<file path="config.mk">
export PLATFORM = sky130hd
export DESIGN_NAME = dram_page_ctrl
export DESIGN_NICKNAME = d
export VERILOG_FILES = /design/src/rtl/dpc_pkg.sv /design/src/rtl/dpc_ref_timer.sv /design/src/rtl/dpc_ras_guard.sv /design/src/rtl/dram_page_ctrl.sv
export SDC_FILE = /design/constraint.sdc
export NUM_CORES = 1
export LEC_CHECK = 0
export BUFFER_PORTS_ARGS = -buffer_cell sky130_fd_sc_hd__buf_4
export CAP_MARGIN = 20
export CORE_AREA = 2 2 87 98
export DETAILED_ROUTE_END_ITERATION = 6
export DIE_AREA = 0 0 89 100
export PLACE_DENSITY_LB_ADDON = 0.08
export SLEW_MARGIN = 20
export SYNTH_ARGS = -nofsm -noshare
export SYNTH_HDL_FRONTEND = slang
export SYNTH_SLANG_ARGS = --single-unit
</file>
<file path="constraint.sdc">
create_clock -name clk -period 3.1 [get_ports clk]
set_input_delay 0.465 -clock clk [delete_from_list [all_inputs] [get_ports clk]]
set_output_delay 0.465 -clock clk [all_outputs]
set_load 0.005 [all_outputs]
</file>
<file path="src/rtl/dpc_pkg.sv">
package dpc_pkg;

  typedef enum logic [3:0] {
    S_IDLE, S_RSET, S_RCD, S_CSET, S_CAS, S_CP, S_OPEN, S_PRE, S_RFC, S_RFR
  } dpc_state_e;

  // clocks per refresh slot: 16 ms / 1024 = 15.625 us
  function automatic int ref_interval_clks(input int clk_mhz);
    return (clk_mhz * 15625) / 1000;
  endfunction

  // last guard count at which a further page hit may still start
  function automatic int ras_close_at(input int t_ras_max, input int t_cas, input int t_cp);
    return t_ras_max - t_cas - t_cp - 4;
  endfunction

  function automatic int imax(input int a, input int b);
    return (a > b) ? a : b;
  endfunction

endpackage

</file>
<file path="src/rtl/dpc_ref_timer.sv">
module dpc_ref_timer #(
  parameter int PERIOD = 1562
) (
  input  logic clk,
  input  logic rst_n,
  input  logic ref_ack,
  output logic ref_pend
);
  localparam int CW = $clog2(PERIOD);

  logic [CW-1:0] cnt;
  logic          tick;

  assign tick = (cnt == '0);

  always_ff @(posedge clk) begin
    if (!rst_n) begin
      cnt      <= CW'(PERIOD - 1);
      ref_pend <= 1'b0;
    end else begin
      cnt <= tick ? CW'(PERIOD - 1) : cnt - CW'(1);
      if (tick)         ref_pend <= 1'b1;
      else if (ref_ack) ref_pend <= 1'b0;
    end
  end

  // a new slot must never arrive before the previous refresh ran
  p_no_overrun_r8: assert property (@(posedge clk) disable iff (!rst_n)
    !(tick && ref_pend));

endmodule

</file>
<file path="src/rtl/dpc_ras_guard.sv">
module dpc_ras_guard #(
  parameter int T_RAS_MAX = 1000,
  parameter int CLOSE_AT  = 995
) (
  input  logic clk,
  input  logic rst_n,
  input  logic ras_n,
  output logic expire
);
  localparam int CW = $clog2(T_RAS_MAX + 2);

  logic [CW-1:0] low_cnt;

  always_ff @(posedge clk) begin
    if (!rst_n)                           low_cnt <= '0;
    else if (ras_n)                       low_cnt <= '0;
    else if (low_cnt != CW'(T_RAS_MAX + 1)) low_cnt <= low_cnt + CW'(1);
  end

  assign expire = (low_cnt >= CW'(CLOSE_AT));

  // count of consecutive low clocks never passes the limit
  p_ras_window_r9: assert property (@(posedge clk) disable iff (!rst_n)
    low_cnt <= CW'(T_RAS_MAX));

endmodule

</file>
<file path="src/rtl/dram_page_ctrl.sv">
module dram_page_ctrl
  import dpc_pkg::*;
#(
  parameter int ADDR_W    = 20,
  parameter int ROW_W     = 10,
  parameter int DQ_W      = 4,
  parameter int CLK_MHZ   = 100,
  parameter int T_RCD     = 2,
  parameter int T_CAS     = 2,
  parameter int T_CP      = 1,
  parameter int T_RP      = 2,
  parameter int T_RFSH    = 3,
  parameter int T_RAS_MAX = 1000
) (
  input  logic              clk,
  input  logic              rst_n,
  input  logic              req_valid,
  output logic              req_ready,
  input  logic              req_we,
  input  logic [ADDR_W-1:0] req_addr,
  input  logic [DQ_W-1:0]   req_wdata,
  output logic              rd_valid,
  output logic [DQ_W-1:0]   rd_data,
  output logic              dram_ras_n,
  output logic              dram_cas_n,
  output logic              dram_we_n,
  output logic              dram_oe_n,
  output logic [imax(ROW_W, ADDR_W-ROW_W)-1:0] dram_a,
  output logic [DQ_W-1:0]   dram_dq_out,
  output logic              dram_dq_oe,
  input  logic [DQ_W-1:0]   dram_dq_in
);
  localparam int COL_W    = ADDR_W - ROW_W;
  localparam int AW       = imax(ROW_W, COL_W);
  localparam int REF_CLKS = ref_interval_clks(CLK_MHZ);
  localparam int CLOSE_AT = ras_close_at(T_RAS_MAX, T_CAS, T_CP);
  localparam int TMAX     = imax(imax(imax(T_RCD, T_CAS), imax(T_CP, T_RP)), T_RFSH);
  localparam int TW       = $clog2(TMAX + 1);
  localparam int HW       = $clog2(T_RP + 1);

  dpc_state_e        state;
  logic [TW-1:0]     tmr;
  logic              cur_we;
  logic [ADDR_W-1:0] cur_addr;
  logic [DQ_W-1:0]   cur_wdata;
  logic              have_req;

  // named internal events
  logic acc_fire, page_hit, ref_pend, ref_ack, ras_expire, tmr_done, wr_phase;

  assign tmr_done = (tmr == '0);
  assign page_hit = (req_addr[ADDR_W-1 -: ROW_W] == cur_addr[ADDR_W-1 -: ROW_W]);
  assign ref_ack  = (state == S_RFC);
  assign req_ready = !ref_pend &&
                     ((state == S_IDLE) || ((state == S_OPEN) && !ras_expire));
  assign acc_fire = req_valid && req_ready;

  dpc_ref_timer #(.PERIOD(REF_CLKS)) u_ref (
    .clk(clk), .rst_n(rst_n), .ref_ack(ref_ack), .ref_pend(ref_pend)
  );

  dpc_ras_guard #(.T_RAS_MAX(T_RAS_MAX), .CLOSE_AT(CLOSE_AT)) u_guard (
    .clk(clk), .rst_n(rst_n), .ras_n(dram_ras_n), .expire(ras_expire)
  );

  always_ff @(posedge clk) begin
    if (!rst_n) begin
      cur_we    <= 1'b0;
      cur_addr  <= '0;
      cur_wdata <= '0;
    end else if (acc_fire) begin
      cur_we    <= req_we;
      cur_addr  <= req_addr;
      cur_wdata <= req_wdata;
    end
  end

  always_ff @(posedge clk) begin
    if (!rst_n) begin
      state    <= S_IDLE;
      tmr      <= '0;
      have_req <= 1'b0;
      rd_valid <= 1'b0;
      rd_data  <= '0;
    end else begin
      rd_valid <= 1'b0;
      case (state)
        S_IDLE: begin
          if (ref_pend)      state <= S_RFC;
          else if (acc_fire) state <= S_RSET;
        end
        S_RSET: begin
          state <= S_RCD;
          tmr   <= TW'(T_RCD - 1);
        end
        S_RCD: begin
          if (tmr_done) state <= S_CSET;
          else          tmr   <= tmr - TW'(1);
        end
        S_CSET: begin
          state <= S_CAS;
          tmr   <= TW'(T_CAS - 1);
        end
        S_CAS: begin
          if (tmr_done) begin
            if (!cur_we) begin
              rd_data  <= dram_dq_in;
              rd_valid <= 1'b1;
            end
            state <= S_CP;
            tmr   <= TW'(T_CP - 1);
          end else begin
            tmr <= tmr - TW'(1);
          end
        end
        S_CP: begin
          if (tmr_done) state <= S_OPEN;
          else          tmr   <= tmr - TW'(1);
        end
        S_OPEN: begin
          if (ref_pend || ras_expire) begin
            state <= S_PRE;
            tmr   <= TW'(T_RP - 1);
          end else if (acc_fire) begin
            if (page_hit) begin
              state <= S_CSET;
            end else begin
              have_req <= 1'b1;
              state    <= S_PRE;
              tmr      <= TW'(T_RP - 1);
            end
          end
        end
        S_PRE: begin
          if (tmr_done) begin
            if (ref_pend) state <= S_RFC;
            else if (have_req) begin
              have_req <= 1'b0;
              state    <= S_RSET;
            end else state <= S_IDLE;
          end else begin
            tmr <= tmr - TW'(1);
          end
        end
        S_RFC: begin
          state <= S_RFR;
          tmr   <= TW'(T_RFSH - 1);
        end
        S_RFR: begin
          if (tmr_done) begin
            state <= S_PRE;
            tmr   <= TW'(T_RP - 1);
          end else begin
            tmr <= tmr - TW'(1);
          end
        end
        default: state <= S_IDLE;
      endcase
    end
  end

  // strobes decoded from the registered state
  assign wr_phase    = cur_we && ((state == S_CSET) || (state == S_CAS));
  assign dram_ras_n  = !((state == S_RCD) || (state == S_CSET) || (state == S_CAS) ||
                         (state == S_CP) || (state == S_OPEN) || (state == S_RFR));
  assign dram_cas_n  = !((state == S_CAS) || (state == S_RFC) || (state == S_RFR));
  assign dram_we_n   = !wr_phase;
  assign dram_dq_oe  = wr_phase;
  assign dram_dq_out = cur_wdata;
  assign dram_oe_n   = !((state == S_CAS) && !cur_we);
  assign dram_a      = ((state == S_RSET) || (state == S_RCD)) ?
                       AW'(cur_addr[ADDR_W-1 -: ROW_W]) : AW'(cur_addr[COL_W-1:0]);

  // consecutive row-strobe-high clocks, for the precharge check
  logic [HW-1:0] ras_hi_cnt;
  always_ff @(posedge clk) begin
    if (!rst_n)                          ras_hi_cnt <= HW'(T_RP);
    else if (!dram_ras_n)                ras_hi_cnt <= '0;
    else if (ras_hi_cnt != HW'(T_RP))    ras_hi_cnt <= ras_hi_cnt + HW'(1);
  end

  p_precharge_r6: assert property (@(posedge clk) disable iff (!rst_n)
    $fell(dram_ras_n) |-> (ras_hi_cnt >= HW'(T_RP)));

  p_row_addr_stable_r2: assert property (@(posedge clk) disable iff (!rst_n)
    ($fell(dram_ras_n) && dram_cas_n) |-> $stable(dram_a));

  p_col_addr_stable_r2: assert property (@(posedge clk) disable iff (!rst_n)
    ($fell(dram_cas_n) && !dram_ras_n) |-> $stable(dram_a));

  p_early_write_r3: assert property (@(posedge clk) disable iff (!rst_n)
    ($fell(dram_cas_n) && !dram_we_n) |-> ($past(!dram_we_n) && $past(dram_dq_oe) && dram_oe_n));

  p_cbr_order_r7: assert property (@(posedge clk) disable iff (!rst_n)
    ($fell(dram_ras_n) && !dram_cas_n) |-> ($past(!dram_cas_n) && dram_we_n));

  p_ready_gate_r10: assert property (@(posedge clk) disable iff (!rst_n)
    ref_pend |-> !req_ready);

  p_oe_we_excl_r3: assert property (@(posedge clk) disable iff (!rst_n)
    !dram_we_n |-> dram_oe_n);

endmodule

</file>
==> metrics.txt <==
# resized after CTS=0; Synth Area per Inst=8.49 um^2; DIE AREA=just under 9000 um^2; Mapped Area=3100 um^2; WP buf/inv=1; port buffer count=56; fin area=3820 um^2; FMAX=400 MHz; status=finished, final reports clean; number of max-cap violations=0; CTS H-Tree Depth=3; CP Capture Type=primary output; Synth area leader=dfxtp_1; # diodes=0; # hold bufs at CTS=0; total track usage=16.4%; HPWL after DPL=roughly 5 mm; Die Width=around 89 um; Setup Skew=10.4 ps; clk buf depth=2; Nets=457; Synth cell types=52; clk slew on worst S/H paths=~70 ps; top cell type's share of synthesized area=38.1%; CTS sink cnt=59; number of buffers created by CTS=9; unrepaired setup endpoints after global routing=false; final worst-path cycle share=80.6%; CP required=2630 ps; worst min path class=input pin to flop; vias in the first global route=2526; post-route ant nets=0; Power Dens Cells=586 nW/um^2; Post-Place Cells=518; Post-DP Area=~3600 um^2; setup ws final=602 ps; crit start category=flop; total grt overflow=0; post-synthesis register bit count=59; DR DRC count=0; Via-to-Cell Ratio=4.94; Setup Viol. Count Final=0; setup TNS=0 ps; largest net degree at the start of global routing=64; CTS tree=done; post-CTS setup buffers=0; Initial Utilization=38.5%; cell with the most instances after synthesis=nand2_1; clock root cell=clkbuf_8; drt total wl=6.87 mm; Setup CP Type=flop to primary output; number of synthesized flops with an enable pin=0; final hold vios=0; post-route insts no fill=534; 1st-iter DRT viols=between 90 and 100; vias=2640; Slew HR=50.3%; Chip Height=100 um; IO Pins=57; min cycle time layout=approximately 2500 ps; Synth async-reset ratio=0%; fillers=roughly 840; routed len/inst=12.9 um; Seq/Total Area, Yosys=between 30% and 40%; VDD IR max=0.000295 V; P_leak=1.63 nW; Slowest-stage cell, CP=dfxtp_1; syn_nets=404; core area=8060 um^2; Worst-Margin Slew=741 ps; Commonest cells post-synth=nand2_1, dfxtp_1, nor2_1; CP max FO=18; top cells by area, synth=dfxtp_1, mux2i_1, nand2_1; Slew Limit Fails=0; CP Cell Sequence=nor2_1 > nand2_1 > mux2_2 > buf_4; critical path's top delay family=flip-flops; WP data arrival=2030 ps; drt pass-1 iters=4; P&R area growth vs syn=23.3%; share of cells above drive strength 1=a little under a quarter; post-synthesis cell count=365; std cell rows=35; worst-skew pair later-pin latency=340 ps; RD Place Congestion=0.801; Placement Setup Slack=slightly above 800 ps; slowest stage delay, CP=670 ps; Synth warnings=0; initial antenna violation count=0; first-pass GRT wire length=11.6 mm; main flop type after synthesis=dfxtp_1
==> layout by cell type, fill, tap and decap left out, drive strengths merged, types with 6 or more instances in the layout <==
cell type  synthesis  routed
xnor2             11      11
dfxtp             59      59
clkbuf            13      10
o21ai             13      13
a21oi             12      12
ha                 7       7
buf                5      60
inv               12      12
or3                6       6
mux2              10      10
nand2             70      70
xor2              15      15
nand3             10      10
mux2i             34      34
nor2              35      35
==> final timing paths <==
path                                                       from  slack [ps]  depth (start not counted)                         to
worst max-delay path                      state[3]$_SDFFE_PN0P_         600                          4                  dram_a[3]
worst min register to register          u_ref.cnt[0]$_SDFF_PP1_         420                          1    u_ref.cnt[0]$_SDFF_PP1_
worst max register to register  u_guard.low_cnt[1]$_SDFFE_PN0P_         850                          8  cur_addr[15]$_SDFFE_PN0P_
worst min-delay path                              dram_dq_in[3]         360                          3    rd_data[3]$_SDFFE_PN0P_
==> area by class of cell <==
type	instances	area [um^2]	area share, %
Multi-Input combinational cell	275	1800	47.1
Sequential cell	59	1180	30.9
Timing Repair Buffer	60	450	11.8
Tap cell	111	139	3.63
Clock buffer	10	138	3.60
Clock inverter	6	65.1	1.70
Inverter	13	48.8	1.28
==> worst register-to-register path, cell delays in order, from the launching register on <==
cell	delay [ps]
dfxtp_1	400
inv_1	80
ha_1	190
nor2_1	90
nand3_1	140
a2111o_1	510
a21oi_4	130
buf_4	400
mux2i_1	250
==> registers in the layout, indices dropped and copies added (netlist names) <==
register,cells
u_guard.low_cnt,10
have_req,1
state,4
dram_dq_out,4
cur_addr,20
rd_data,4
cur_we,1
u_ref.ref_pend,1
rd_valid,1
tmr,2
u_ref.cnt,11
==> logic make-up (layout without fill, tap and decap cells) <==
| family | Yosys count | in the layout | synth area share (%) |
|---|---|---|---|
| multiplexers | 44 | 44 | 14.6 |
| buffers and inverters | 31 | 89 | 4.16 |
| adder cells (fa/ha/maj) | 8 | 8 | 3.15 |
| flip-flops | 59 | 59 | 38.1 |
| AO/OA/AOI/OAI | 43 | 43 | 9.04 |
| AND/OR/NAND/NOR | 154 | 154 | 23.6 |
| XOR/XNOR | 26 | 26 | 7.35 |
==> per-stage QoR <==
| step | hold WS, ps | utilization, % | power, W |
|---|---|---|---|
| 2_1_floorplan | 382 | - | 0.00133 |
| 3_3_place_gp | 394 | 44.9 | 0.00155 |
| 3_5_place_dp | 400 | 44.9 | 0.00155 |
| 4_1_cts | 353 | 47.4 | 0.00227 |
| 5_1_grt | 360 | 47.4 | 0.00238 |
| 6_report | 365 | 47.4 | 0.00224 |
==> where the power goes <==
part           total, W  switching (W)  internal, W
clock network  0.000709       0.000318     0.000391
registers      0.000910      0.0000787     0.000831
logic          0.000621       0.000312     0.000309
==> routing by layer <==
layer	share of wire (%)	GRT usage (%)	wire (um)	up-vias
li1	-	-	-	1355
met2	47	26.1	3230	66
met5	0	0	0	-
met1	46	20.9	3160	1212
met4	1.0	6.08	70	0
met3	5.8	4.85	398	7
No activity file was read; power rests on OpenSTA's default activity.
